$ cat src/rtl/brres_pkg.sv
package brres_pkg;
   localparam int INSTR_W   = 32;
   localparam int OP_HI     = 31;
   localparam int OP_LO     = 30;
   localparam int ANNUL_POS = 29;
   localparam int COND_HI   = 28;
   localparam int COND_LO   = 25;
   localparam int FMT_HI    = 24;
   localparam int FMT_LO    = 22;
   localparam int DISP_HI   = 21;

   localparam logic [1:0] BR_OP      = 2'b00;
   localparam logic [2:0] BR_FMT     = 3'b010;
   localparam logic [3:0] COND_ALWAYS = 4'b1000;

   typedef struct packed {
      logic is_br;
      logic taken;
      logic exec;
      logic annul;
   } br_decision_t;
endpackage

$ cat src/rtl/brres_cond_eval.sv
module brres_cond_eval (
   input  logic [3:0] code,
   input  logic       n,
   input  logic       z,
   input  logic       v,
   input  logic       c,
   output logic       hit
);
   logic base;

   always_comb begin
      unique case (code[2:0])
         3'd0: base = 1'b0;
         3'd1: base = z;
         3'd2: base = z | (n ^ v);
         3'd3: base = n ^ v;
         3'd4: base = c | z;
         3'd5: base = c;
         3'd6: base = n;
         default: base = v;
      endcase
      // upper half of the code space inverts the lower half
      hit = base ^ code[3];
   end
endmodule

$ cat src/rtl/brres_target_gen.sv
module brres_target_gen #(
   parameter int ADDR_W = 32,
   parameter int DISP_W = 22
) (
   input  logic [ADDR_W-1:0] pc,
   input  logic [DISP_W-1:0] disp,
   output logic [ADDR_W-1:0] target
);
   localparam int EXT_W = DISP_W + 2;

   logic [ADDR_W-1:0] offset;

   if (DISP_W < 2) begin : g_bad_disp
      $error("brres_target_gen: DISP_W must be at least 2");
   end

   if (ADDR_W > EXT_W) begin : g_sext
      assign offset = {{(ADDR_W-EXT_W){disp[DISP_W-1]}}, disp, 2'b00};
   end else if (ADDR_W == EXT_W) begin : g_exact
      assign offset = {disp, 2'b00};
   end else begin : g_trunc
      logic [EXT_W-1:0] wide;
      assign wide   = {disp, 2'b00};
      assign offset = wide[ADDR_W-1:0];
   end

   assign target = pc + offset;
endmodule

$ cat src/rtl/brres_sat_counter.sv
module brres_sat_counter #(
   parameter int W        = 32,
   parameter bit SATURATE = 1'b1
) (
   input  logic         clk,
   input  logic         rst_n,
   input  logic         inc,
   output logic [W-1:0] count
);
   localparam logic [W-1:0] MAXV = {W{1'b1}};

   if (W < 1) begin : g_bad_w
      $error("brres_sat_counter: W must be at least 1");
   end

   logic [W-1:0] cnt_q;

   if (SATURATE) begin : g_sat
      always_ff @(posedge clk or negedge rst_n) begin
         if (!rst_n)                       cnt_q <= '0;
         else if (inc && cnt_q != MAXV)    cnt_q <= cnt_q + 1'b1;
      end

      p_sat_hold_r10: assert property (@(posedge clk) disable iff (!rst_n)
         count == MAXV |=> count == MAXV);
   end else begin : g_wrap
      always_ff @(posedge clk or negedge rst_n) begin
         if (!rst_n)   cnt_q <= '0;
         else if (inc) cnt_q <= cnt_q + 1'b1;
      end
   end

   assign count = cnt_q;

   p_idle_hold_r10: assert property (@(posedge clk) disable iff (!rst_n)
      !inc |=> $stable(count));
endmodule

$ cat src/rtl/branch_resolve.sv
module branch_resolve
   import brres_pkg::*;
#(
   parameter int ADDR_W = 32,
   parameter int CNT_W  = 32
) (
   input  logic              clk,
   input  logic              rst_n,
   input  logic              in_valid,
   input  logic [31:0]       instr,
   input  logic [ADDR_W-1:0] pc,
   input  logic              flag_n,
   input  logic              flag_z,
   input  logic              flag_v,
   input  logic              flag_c,
   output logic              out_valid,
   output logic              is_branch,
   output logic              taken,
   output logic              slot_exec,
   output logic              slot_annul,
   output logic [ADDR_W-1:0] target,
   output logic [ADDR_W-1:0] resume_pc,
   output logic [CNT_W-1:0]  taken_count,
   output logic [CNT_W-1:0]  annul_count
);
   localparam int DISP_W = DISP_HI + 1;
   localparam logic [ADDR_W-1:0] STEP1 = ADDR_W'(4);
   localparam logic [ADDR_W-1:0] STEP2 = ADDR_W'(8);

   if (ADDR_W < 8) begin : g_bad_addr
      $error("branch_resolve: ADDR_W must be at least 8");
   end

   // ---------------- field split ----------------
   logic [3:0]        cond;
   logic              annul_bit;
   logic              fmt_match;
   logic              cond_hit;
   logic [ADDR_W-1:0] tgt_c;
   logic [ADDR_W-1:0] resume_c;
   br_decision_t      dec;

   assign cond      = instr[COND_HI:COND_LO];
   assign annul_bit = instr[ANNUL_POS];
   assign fmt_match = (instr[OP_HI:OP_LO] == BR_OP) && (instr[FMT_HI:FMT_LO] == BR_FMT);

   brres_cond_eval u_cond (
      .code (cond),
      .n    (flag_n),
      .z    (flag_z),
      .v    (flag_v),
      .c    (flag_c),
      .hit  (cond_hit)
   );

   brres_target_gen #(.ADDR_W(ADDR_W), .DISP_W(DISP_W)) u_tgt (
      .pc     (pc),
      .disp   (instr[DISP_HI:0]),
      .target (tgt_c)
   );

   // ---------------- decision ----------------
   always_comb begin
      dec.is_br = fmt_match;
      dec.taken = fmt_match & cond_hit;
      // annul squashes an untaken slot, or the slot of branch-always
      dec.annul = fmt_match & annul_bit & (~cond_hit | (cond == COND_ALWAYS));
      dec.exec  = fmt_match & ~dec.annul;
      if (!fmt_match)     resume_c = pc + STEP1;
      else if (dec.taken) resume_c = tgt_c;
      else                resume_c = pc + STEP2;
   end

   // ---------------- output registers ----------------
   br_decision_t      dec_q;
   logic              vld_q;
   logic [ADDR_W-1:0] tgt_q;
   logic [ADDR_W-1:0] resume_q;

   always_ff @(posedge clk or negedge rst_n) begin
      if (!rst_n) begin
         vld_q    <= 1'b0;
         dec_q    <= '0;
         tgt_q    <= '0;
         resume_q <= '0;
      end else begin
         vld_q <= in_valid;
         if (in_valid) begin
            dec_q    <= dec;
            tgt_q    <= tgt_c;
            resume_q <= resume_c;
         end
      end
   end

   assign out_valid  = vld_q;
   assign is_branch  = dec_q.is_br;
   assign taken      = dec_q.taken;
   assign slot_exec  = dec_q.exec;
   assign slot_annul = dec_q.annul;
   assign target     = tgt_q;
   assign resume_pc  = resume_q;

   // ---------------- event counters ----------------
   brres_sat_counter #(.W(CNT_W), .SATURATE(1'b1)) u_taken_cnt (
      .clk   (clk),
      .rst_n (rst_n),
      .inc   (in_valid & dec.taken),
      .count (taken_count)
   );

   brres_sat_counter #(.W(CNT_W), .SATURATE(1'b1)) u_annul_cnt (
      .clk   (clk),
      .rst_n (rst_n),
      .inc   (in_valid & dec.annul),
      .count (annul_count)
   );

   // ---------------- assertions ----------------
   p_strobe_r9: assert property (@(posedge clk) disable iff (!rst_n)
      in_valid |=> out_valid);

   p_idle_r9: assert property (@(posedge clk) disable iff (!rst_n)
      !in_valid |=> (!out_valid && $stable(resume_pc) && $stable(target)));

   p_nonbr_r1: assert property (@(posedge clk) disable iff (!rst_n)
      (out_valid && !is_branch) |-> (!taken && !slot_exec && !slot_annul));

   p_slot_one_r5: assert property (@(posedge clk) disable iff (!rst_n)
      (out_valid && is_branch) |-> ($countones({slot_exec, slot_annul}) == 1));

   p_untaken_seq_r6: assert property (@(posedge clk) disable iff (!rst_n)
      (out_valid && is_branch && !taken) |-> (resume_pc == $past(pc) + STEP2));

   p_taken_target_r7: assert property (@(posedge clk) disable iff (!rst_n)
      (out_valid && taken) |-> (resume_pc == target));

   p_annul_taken_r8: assert property (@(posedge clk) disable iff (!rst_n)
      (out_valid && taken && slot_annul) |-> (resume_pc == target && !slot_exec));

   p_count_step_r10: assert property (@(posedge clk) disable iff (!rst_n)
      (taken_count == $past(taken_count)) || (taken_count == $past(taken_count) + 1'b1));
endmodule

$ cat config.mk
export PLATFORM = sky130hd
export DESIGN_NAME = branch_resolve
export DESIGN_NICKNAME = d
export VERILOG_FILES = /design/src/rtl/brres_pkg.sv /design/src/rtl/brres_cond_eval.sv /design/src/rtl/brres_target_gen.sv /design/src/rtl/brres_sat_counter.sv /design/src/rtl/branch_resolve.sv
export SDC_FILE = /design/constraint.sdc
export NUM_CORES = 1
export LEC_CHECK = 0
export BUFFER_PORTS_ARGS = -buffer_cell sky130_fd_sc_hd__buf_2
export CAP_MARGIN = 20
export CORE_UTILIZATION = 61
export CTS_BUF_LIST = sky130_fd_sc_hd__clkbuf_4 sky130_fd_sc_hd__clkbuf_8
export CTS_CLUSTER_DIAMETER = 50
export DETAILED_ROUTE_END_ITERATION = 10
export GPL_TIMING_DRIVEN = 0
export PLACE_DENSITY_LB_ADDON = 0.2
export SYNTH_ARGS = -nofsm -noshare
export SYNTH_HDL_FRONTEND = slang
export SYNTH_HIERARCHICAL = 1
export SYNTH_SLANG_ARGS = --single-unit
$ cat constraint.sdc
create_clock -name clk -period 4.3 [get_ports clk]
set_input_delay 0.215 -clock clk [delete_from_list [all_inputs] [get_ports clk]]
set_output_delay 0.215 -clock clk [all_outputs]
set_load 0.05 [all_outputs]
==> impl_metrics.tcl, run 1 <==
set metrics [dict create \
    syn_area_per_cell_um2 9.409 \
    postRouteAntennaNets 0 \
    cts_buffers 17 \
    status "complete, no violations" \
    p_leak_nw 4.900 \
    synth-edff-count 0 \
    slew_headroom 0.4245 \
    avgViaCountPerCell 6.329 \
    multi_input_area_um2 5420 \
    grt_use_total 0.3443 \
    grt_max_degree 100 \
    worst_pin_slew_ns 0.8566 \
    io_pins 204 \
    clock_latency_ns 0.45 \
    critPathCaptureType "register" \
    startpoint "instr[27]" \
    fin_crit_sh 0.8284 \
    antennaDiodeCount 0 \
    vdd_ir_drop_max_mv 0.2423 \
    rsz0062_at_grt "no" \
    remaining_drc_errors 0 \
    io_buffers 203 \
    r2r_start "u_taken_cnt/count[4]$_DFFE_PN0P_" \
    p_per_area_nw_per_um2 336.8 \
    syn_area_um2 9126 \
    dr.pass1.iters 8 \
    ctsLongestPathBuffers 2 \
    yosysWarnings 6 \
    synth_cells 970 \
    async_flop_share 1.000 \
    post-dp-hpwl_mm 19.92 \
    routed_wl_mm 26.54 \
    syn_nets 1075 \
    cp.arrival_ns 3.95 \
    cpPeakStageDelay_ns 0.53 \
    ys_ff_latch 133 \
    max_freq_mhz 280.7 \
    area_growth_pct 18.48 \
    seq_area_um2 3328 \
    yosys-top-cells-count "dfrtp_1, nand2_1, xnor2_1" \
    drive_gt1_frac 0.2763 \
    fin_skew_ns 0.009865 \
    maxSlewViolCount 0 \
    core_um2 14590 \
    path_clk_slew_ns 0.08 \
    power.total_mw 3.642 \
    grt_pass1_wl_mm 42.35 \
    critPathMostFrequentCell "clkbuf_1" \
    ys_seq_area_frac 0.3647 \
    path_class "primary input to register" \
    drv_cap 0 \
    hp-class "primary input to register" \
    setup.worst_path.start_class "primary input" \
    final.setup.tns_ns 0 \
    routedWlPerCell_um 19.05 \
    grt_antenna_before_repair 0 \
    grt_pass1_vias 8172 \
    ys_top_cells_by_area "dfrtp_1, xnor2_1, ha_1, mux2_2, nand4_1" \
    synth.distinct_cells 90 \
    slowest_stage "nor2_1" \
    setup_violations 0 \
    whs_ns 0.02504 \
    period_needed_ns 3.562 \
    yosysMostFrequentCell "dfrtp_1" \
    cts.repair.resized 0 \
    crit_fanout 10 \
    cp.required_ns 4.69 \
    drt_iter0_markers 1062 \
    overflow 0 \
    path_cells "buf_2, xor2_1, a221o_1, o21ai_1, xnor2_1, clkbuf_1, nand3_1, clkbuf_1, nor2_1, and3_1, nor2b_1, clkbuf_1, nand4_1, nor4_2, xor2_1" \
    fillers 1110 \
    gp_congestion 0.9429 \
    hold_violations 0 \
    initial_core_util 0.6256 \
    fin_nets 1301 \
    die_h_um 124.3 \
    yosysTopAreaCell "dfrtp_1" \
    synth_top_area_frac 0.3647 \
    cts_tree "yes" \
    vias 8816 \
    post_cts_buffers 0 \
    min_from "pc[0]" \
    die_w_um 124.3 \
    ys.flop_type "dfrtp_1" \
    cts-root-buf "clkbuf_8" \
    cts_sinks 133 \
    dieArea_um2 15450 \
    row_count 44 \
    ctsHtreeMaxLevel 4 \
]
==> per-stage QoR <==
step	utilization	instances	area (um^2)	setup WS, ns
CTS	0.7407	1392	10810	0.8077
floorplan	-	970	9126	1.347
global placement	0.7110	1357	10370	0.3397
finish	0.7412	1393	10810	0.7379
detailed placement	0.7133	1358	10410	0.2817
global route	0.7412	1393	10810	0.5543
==> per-layer routing <==
| layer | up-vias | track usage | part of all wire |
|---|---|---|---|
| met3 | 71 | 0.07474 | 0.094 |
| li1 | 4073 | - | - |
| met5 | - | 0 | 0 |
| met1 | 4211 | 0.4778 | 0.43 |
| met2 | 461 | 0.5239 | 0.45 |
| met4 | 0 | 0.1375 | 0.028 |
==> flip-flops by register name, summed over array words and instances, names as in the netlist <==
| name | flops |
|---|---|
| u_annul_cnt/count | 32 |
| is_branch | 1 |
| slot_annul | 1 |
| out_valid | 1 |
| slot_exec | 1 |
| resume_pc | 32 |
| u_taken_cnt/count | 32 |
| target | 32 |
| taken | 1 |
==> layout by cell type (no fill, tap or decap), types with 31 or more instances in the layout <==
master,synthesis,final
nand2_1,86,86
dfrtp_1,133,133
ha_1,33,33
a21oi_1,40,40
clkbuf_1,32,32
o21ai_0,36,36
nand4_1,53,53
buf_2,8,210
xnor2_1,78,78
nand3_1,53,53
inv_1,32,32
mux2_2,31,31
nor2_1,50,50
==> worst max-delay path: cells and delay by family <==
family	cells	cell delay, ns
compound gates	2	0.40
xor+xnor	3	0.44
buf+inv	4	1.25
simple gates	6	1.62
==> report_power, final <==
group	internal (mW)	switching (mW)	leakage (nW)	total (mW)
Clock	0.483	0.543	0.175	1.03
Sequential	1.36	0.0610	1.72	1.42
Combinational	0.344	0.850	3.01	1.19
Total	2.19	1.45	4.90	3.64
==> worst paths after layout <==
check                                               endpoint  slack (ns)  depth (start not counted)
max                        u_taken_cnt/count[29]$_DFFE_PN0P_        0.74                         15
min                                 resume_pc[0]$_DFFE_PN0P_        0.03                          3
max reg2reg                 u_taken_cnt/count[8]$_DFFE_PN0P_        2.14                          6
min reg2reg                         resume_pc[2]$_DFFE_PN0P_        0.49                          2
max in group asynchronous  u_taken_cnt/count[19]$_DFFE_PN0P_        3.29                          3
min in group asynchronous             target[28]$_DFFE_PN0P_        0.22                          2
==> what timing repair did <==
action                                  CTS  global route
hold buffers                              2             0
endpoints found under the hold margin    35             0
endpoints found under the setup margin    0             0
==> final cells by class <==
cell class / instances / share of cell area
buffer: 52 / 0.02384
clock buffer: 19 / 0.02361
clock inverter: 13 / 0.01146
inverter: 32 / 0.01111
multi-input combinational: 753 / 0.5013
sequential: 133 / 0.3078
tap: 184 / 0.02129
timing repair buffer: 207 / 0.09963
==> kinds of logic (layout without fill, tap and decap cells) <==
kind of cell / after synthesis / count (layout) / synth area share
AO/OA/AOI/OAI: 212 / 212 / 0.1740
XOR/XNOR: 103 / 103 / 0.09885
adder cells (fa/ha/maj): 34 / 34 / 0.04744
buffers and inverters: 84 / 323 / 0.04140
flip-flops: 133 / 133 / 0.3647
multiplexers: 39 / 39 / 0.04730
AND/OR/NAND/NOR: 365 / 365 / 0.2264
No activity file was read; power rests on OpenSTA's default activity.
==> inputs of run 2 (changes only) <==
--- a/config.mk
+++ b/config.mk
@@ -5,9 +5,10 @@
 export SDC_FILE = /design/constraint.sdc
 export NUM_CORES = 1
 export LEC_CHECK = 0
+export ABC_AREA = 1
 export BUFFER_PORTS_ARGS = -buffer_cell sky130_fd_sc_hd__buf_2
 export CAP_MARGIN = 20
-export CORE_UTILIZATION = 61
+export CORE_UTILIZATION = 59
 export CTS_BUF_LIST = sky130_fd_sc_hd__clkbuf_4 sky130_fd_sc_hd__clkbuf_8
 export CTS_CLUSTER_DIAMETER = 50
 export DETAILED_ROUTE_END_ITERATION = 10
==> constraint.sdc (replaced) <==
create_clock -name clk -period 3.4 [get_ports clk]
set_input_delay 0.17 -clock clk [delete_from_list [all_inputs] [get_ports clk]]
set_output_delay 0.17 -clock clk [all_outputs]
set_load 0.05 [all_outputs]
==> run 2 against run 1 <==
Net effect:
- sequential power increased by 24%
- synthesized area increased by 23%
- die area increased by 26%
- total power increased by 24%
- synthesized cell count increased by 89%
- hold slack improved by 0.015 ns
- via count increased by 43%
- design area increased by 20%
- critical path type unchanged
- largest cell class unchanged
- largest power group unchanged
==> impl_metrics.tcl, run 2 <==
set metrics [dict create \
    layout_common_cells "nand2_1, nor2_1, buf_2" \
    synth.distinct_cells 39 \
    drv_cap 0 \
    core_um2 18640 \
    synth_cells 1834 \
    cts_tree "yes" \
    antennaDiodeCount 0 \
    critPathCaptureType "register" \
    p_comb_frac 0.313 \
    period_needed_ns 3.193 \
    synth-edff-count 0 \
    synth_top_family_by_area "simple AND/OR/NAND/NOR gates" \
    crit_fanout 10 \
    max_freq_mhz 313.2 \
    power_switching_mw 1.796 \
    yosysMostFrequentCell "nand2_1" \
    seq_area_um2 3328 \
    ctsHtreeMaxLevel 4 \
    drive_gt1_frac 0.1709 \
    ys.flop_type "dfrtp_1" \
    top_usage_layer "met2" \
    die_w_um 139.8 \
    synth_top_area_frac 0.2970 \
    hp-class "primary input to register" \
    grt.met2_usage 0.6589 \
    synth_xor_area_frac 0.03518 \
    final_util 0.6948 \
    rsz0062_at_grt "no" \
    p_leak_nw 6.959 \
    p_per_area_nw_per_um2 348.5 \
    yosysWarnings 6 \
    cts_sinks 133 \
    power.total_mw 4.514 \
    slew_headroom 0.5592 \
    synth_fa_ha_area_frac 0.03864 \
    routedWlPerCell_um 15.91 \
    io_pins 204 \
    ys_seq_area_frac 0.2970 \
    ys_ff_latch 133 \
    routed_wl_mm 36.68 \
    avgViaCountPerCell 5.479 \
    ys_top_cells_by_area "dfrtp_1, nand2_1, nor2_1, inv_1, nand3_1" \
    fillers 1744 \
    yosys.area_share.simple 0.4851 \
    ctsLongestPathBuffers 2 \
    clkPwrFrac 0.297 \
    cp.arrival_ns 3.56 \
    fin_crit_sh 0.9392 \
    path_class "primary input to register" \
    setup_violations 0 \
    drt_iter0_markers 1071 \
    io_buffers 203 \
    initial_core_util 0.6010 \
    post-dp-hpwl_mm 29.08 \
    synth_compound_area_frac 0.05405 \
    fin_nets 2164 \
    grt_pass1_vias 11680 \
    syn_area_per_cell_um2 6.109 \
    gp_congestion 1.019 \
    multi_input_area_um2 6868 \
    yosys-top-cells-count "nand2_1, nor2_1, inv_1" \
    cp.required_ns 3.76 \
    async_flop_share 1.000 \
    yosysTopAreaCell "dfrtp_1" \
    globalRouteMet3Util 0.04577 \
    grt_antenna_before_repair 0 \
    grt_use_total 0.3755 \
    vdd_ir_drop_max_mv 0.2353 \
    setup.worst_path.start_class "primary input" \
    vias 12630 \
    grt_pass1_wl_mm 57.04 \
    fin_skew_ns 0.01082 \
    hold_violations 0 \
    postRouteAntennaNets 0 \
    cts-root-buf "clkbuf_8" \
    p_sw_frac 0.3980 \
    path_clk_slew_ns 0.08 \
    syn_area_um2 11200 \
    die_h_um 139.8 \
    grt.met1_usage 0.4430 \
    layout_commonest_cell "nand2_1" \
    status "complete, no violations" \
    maxSlewViolCount 0 \
    overflow 0 \
    dr.pass1.iters 6 \
    cts_buffers 17 \
    seqPwrFrac 0.390 \
    remaining_drc_errors 0 \
    worst_pin_slew_ns 0.6612 \
    grt_max_degree 75 \
    internal_power_mw 2.718 \
    row_count 50 \
    syn_nets 1939 \
    clock_latency_ns 0.47 \
    dieArea_um2 19550 \
    area_growth_pct 15.60 \
    synth_mux_area_frac 0 \
]
-- run 2: cell count changes after synthesis, sizes merged, moves of 18 or more --
cell	delta
mux2	-33
clkbuf	-18
nor2	+212
inv	+177
nand3	+84
xnor2	-60
o21ai	-20
nand2	+723
nor4	-18
nand4	-26
nor3	-26
-- run 2: metrics by stage --
step | area, um^2 | hold slack (ns) | std cells | setup TNS, ns | worst slack, ns
floorplan | 11200 | -0.1256 | 1834 | 0 | 0.9007
global placement | 12510 | 0.2875 | 2271 | -0.1987 | -0.08152
detailed placement | 12550 | 0.1898 | 2272 | -0.7196 | -0.1666
CTS | 12950 | 0.02632 | 2305 | 0 | 0.3248
global route | 12950 | 0.04735 | 2305 | 0 | 0.07823
finish | 12950 | 0.04052 | 2305 | 0 | 0.2068
-- run 2: area by class of cell --
type	count	share of cell area
buffer	35	0.01729
clock buffer	19	0.01971
clock inverter	12	0.01005
inverter	209	0.06057
multi-input combinational	1457	0.5302
sequential	133	0.2570
tap	234	0.02260
timing repair buffer	206	0.08259
-- run 2: path summary, 6_finish.rpt --
check                                                       from                                end  slack [ns]  cells past startpoint
worst max-delay path                                   instr[26]  u_taken_cnt/count[26]$_DFFE_PN0P_        0.21                     18
worst min-delay path                                   instr[29]             slot_annul$_DFFE_PN0P_        0.04                      5
worst max register to register  u_annul_cnt/count[0]$_DFFE_PN0P_  u_annul_cnt/count[22]$_DFFE_PN0P_        1.50                      8
worst min register to register            target[21]$_DFFE_PN0P_             target[21]$_DFFE_PN0P_        0.47                      2
max in group asynchronous                                  rst_n             target[26]$_DFFE_PN0P_        2.37                      3
min in group asynchronous                                  rst_n  u_taken_cnt/count[10]$_DFFE_PN0P_        0.24                      2
-- run 2: kinds of logic after synthesis --
kind of cell,Yosys count
buf+inv,244
fa+ha+maj,34
simple gates,1272
flops,133
xor+xnor,45
compound gates,106
-- run 2: power by group through the flow --
stage	sequential (mW)	clock, mW	combinational (mW)
4_1_cts	1.76	1.35	1.40
5_1_grt	1.77	1.41	1.51
3_5_place_dp	1.79	0	1.39
6_report	1.76	1.34	1.41
3_3_place_gp	1.79	0	1.36
2_1_floorplan	2.19	0	0.547
-- run 2: timing repair --
action | CTS | global route
endpoints found under the hold margin | 60 | 0
hold buffers | 2 | 0
gates resized for setup | 0 | 0
buffers inserted | 0 | 0
-- run 2: layer usage --
metal / vias to the layer above / part of all wire
met4: 0 / 0.052
met2: 545 / 0.49
met1: 5799 / 0.39
met5: - / 0
met3: 129 / 0.066
li1: 6156 / -
-- run 2: worst max-delay path: stages --
cell,delay (ns)
buf_2,0.14
nor2_1,0.12
nand2_1,0.07
nand2_1,0.06
nand2_1,0.08
nand3_2,0.08
nand2_1,0.05
nand2_1,0.14
nand4_1,0.46
clkbuf_1,0.45
nor2_1,0.54
inv_1,0.16
nor2_1,0.29
nand2_1,0.08
nor2_1,0.41
nand3_1,0.14
nand2_1,0.08
nand2_1,0.04
==> inputs of run 3 (changes only) <==
--- a/config.mk
+++ b/config.mk
@@ -8,7 +8,9 @@
 export ABC_AREA = 1
 export BUFFER_PORTS_ARGS = -buffer_cell sky130_fd_sc_hd__buf_2
 export CAP_MARGIN = 20
-export CORE_UTILIZATION = 59
+export CELL_PAD_IN_SITES_DETAIL_PLACEMENT = 0
+export CELL_PAD_IN_SITES_GLOBAL_PLACEMENT = 2
+export CORE_UTILIZATION = 31
 export CTS_BUF_LIST = sky130_fd_sc_hd__clkbuf_4 sky130_fd_sc_hd__clkbuf_8
 export CTS_CLUSTER_DIAMETER = 50
 export DETAILED_ROUTE_END_ITERATION = 10
==> run 3 against run 2 <==
Net effect:
- total power grew 5.3%
- combinational power hardly changed
- critical path type unchanged
- clock power increased by 16%
- count of clock-buffer cells in the layout unchanged
==> impl_metrics.tcl, run 3 (synthesized netlist as in run 2, its figures left out) <==
set metrics [dict create \
    status "complete, no violations" \
    layout.cells.non_filler 2536 \
    path_clk_slew_ns 0.08 \
    vdd_ir_drop_max_mv 0.2291 \
    p_leak_nw 6.991 \
    slew_headroom 0.4951 \
    fin_skew_ns 0.01483 \
    routedWlPerCell_um 16.65 \
    cp.required_ns 3.78 \
    crit_fanout 10 \
    p_comb_frac 0.300 \
    place_area_um2 12830 \
    vias 12060 \
    setup_violations 0 \
    seqPwrFrac 0.370 \
    max_freq_mhz 335.4 \
    layout_common_cells "nand2_1, nor2_1, buf_2" \
    period_needed_ns 2.981 \
    cts_sinks 133 \
    final_area_um2 13330 \
    core_um2 35570 \
    critPathCaptureType "register" \
    io_buffers 203 \
    area_growth_pct 18.97 \
    grt_max_degree 77 \
    avgViaCountPerCell 4.757 \
    io_pins 204 \
    fin_crit_sh 0.8769 \
    drive_gt1_frac 0.1716 \
    clkPwrFrac 0.329 \
    routed_wl_mm 42.22 \
    grt_use_total 0.2327 \
    dp.cells 2499 \
    dieArea_um2 36910 \
    dr.pass1.iters 5 \
    rsz0062_at_grt "no" \
    fin_ws_ns 0.4187 \
    die_w_um 192.1 \
    worst_pin_slew_ns 0.7574 \
    drt_iter0_markers 604 \
    gp_congestion 0.8533 \
    post-place-ws_ns -0.5466 \
    cts-root-buf "clkbuf_8" \
    ctsLongestPathBuffers 2 \
    hold_violations 0 \
    postRouteAntennaNets 0 \
    power_switching_mw 1.874 \
    p_sw_frac 0.3943 \
    maxSlewViolCount 0 \
    overflow 0 \
    power.total_mw 4.754 \
    grt_antenna_before_repair 0 \
    row_count 69 \
    final.setup.tns_ns 0 \
    final_util 0.3748 \
    grt_pass1_wl_mm 64.31 \
    fin_nets 2168 \
    setup.worst_path.start_class "primary input" \
    p_per_area_nw_per_um2 356.6 \
    path_class "primary input to register" \
    clock_latency_ns 0.50 \
    post-dp-hpwl_mm 34.32 \
    internal_power_mw 2.879 \
    ctsHtreeMaxLevel 4 \
    remaining_drc_errors 0 \
    drv_cap 0 \
    cp.arrival_ns 3.37 \
    antennaDiodeCount 0 \
    whs_ns 0.03907 \
    cts_buffers 17 \
    die_h_um 192.1 \
    cts_tree "yes" \
    grt_pass1_vias 11600 \
    initial_core_util 0.3150 \
    hp-class "primary input to register" \
    layout_commonest_cell "nand2_1" \
]
==> run 3: per-layer routing <==
metal	wire (um)	share of wire	track usage
met5	0	0	0
met4	873	0.021	0.07147
met3	1617	0.038	0.03344
met1	18990	0.45	0.2921
met2	20750	0.49	0.4084
==> run 3: final timing paths <==
| path | start | to | slack [ns] | cells past startpoint |
|---|---|---|---|---|
| setup / recovery | in_valid | u_annul_cnt/count[26]$_DFFE_PN0P_ | 0.42 | 13 |
| hold / removal | instr[0] | target[2]$_DFFE_PN0P_ | 0.04 | 4 |
| setup reg to reg | u_taken_cnt/count[1]$_DFFE_PN0P_ | u_taken_cnt/count[18]$_DFFE_PN0P_ | 1.46 | 8 |
| hold reg to reg | target[1]$_DFFE_PN0P_ | target[1]$_DFFE_PN0P_ | 0.47 | 2 |
| max in group asynchronous | rst_n | target[26]$_DFFE_PN0P_ | 2.34 | 3 |
| min in group asynchronous | rst_n | u_taken_cnt/count[9]$_DFFE_PN0P_ | 0.21 | 2 |
==> run 3: timing repair <==
action	in CTS	in global routing
pin swaps	0	1
hold endpoints to repair	64	0
hold buffers	5	0
buffers inserted	0	1
endpoints found under the setup margin	2	5
resized for setup	1	0
==> run 3: cell type report <==
type | count | area (um^2)
clock buffer | 19 | 261.5
sequential | 133 | 3328
fill | 3998 | 22240
buffer | 35 | 224.0
tap | 461 | 576.8
inverter | 209 | 784.5
timing repair buffer | 210 | 1107
multi-input combinational | 1457 | 6870
clock inverter | 12 | 177.7
==> run 3: critical path, stage by stage <==
cell and delay [ns]:
dlygate4sd3_1 0.52, buf_2 0.10, buf_2 0.21, nand2_1 0.18
clkbuf_1 0.34, nor2_1 0.61, inv_1 0.21, nor2_1 0.29
nand2_1 0.08, nor2_1 0.39, nand3_1 0.13, nand2_1 0.07
nand2_1 0.05
==> run 3: power by group through the flow <==
stage	clock network (mW)	logic, mW	registers, mW
floorplan	0	0.547	2.19
global placement	0	1.43	1.79
detailed placement	0	1.43	1.79
CTS	1.62	1.44	1.76
global route	1.68	1.56	1.78
finish	1.56	1.43	1.76
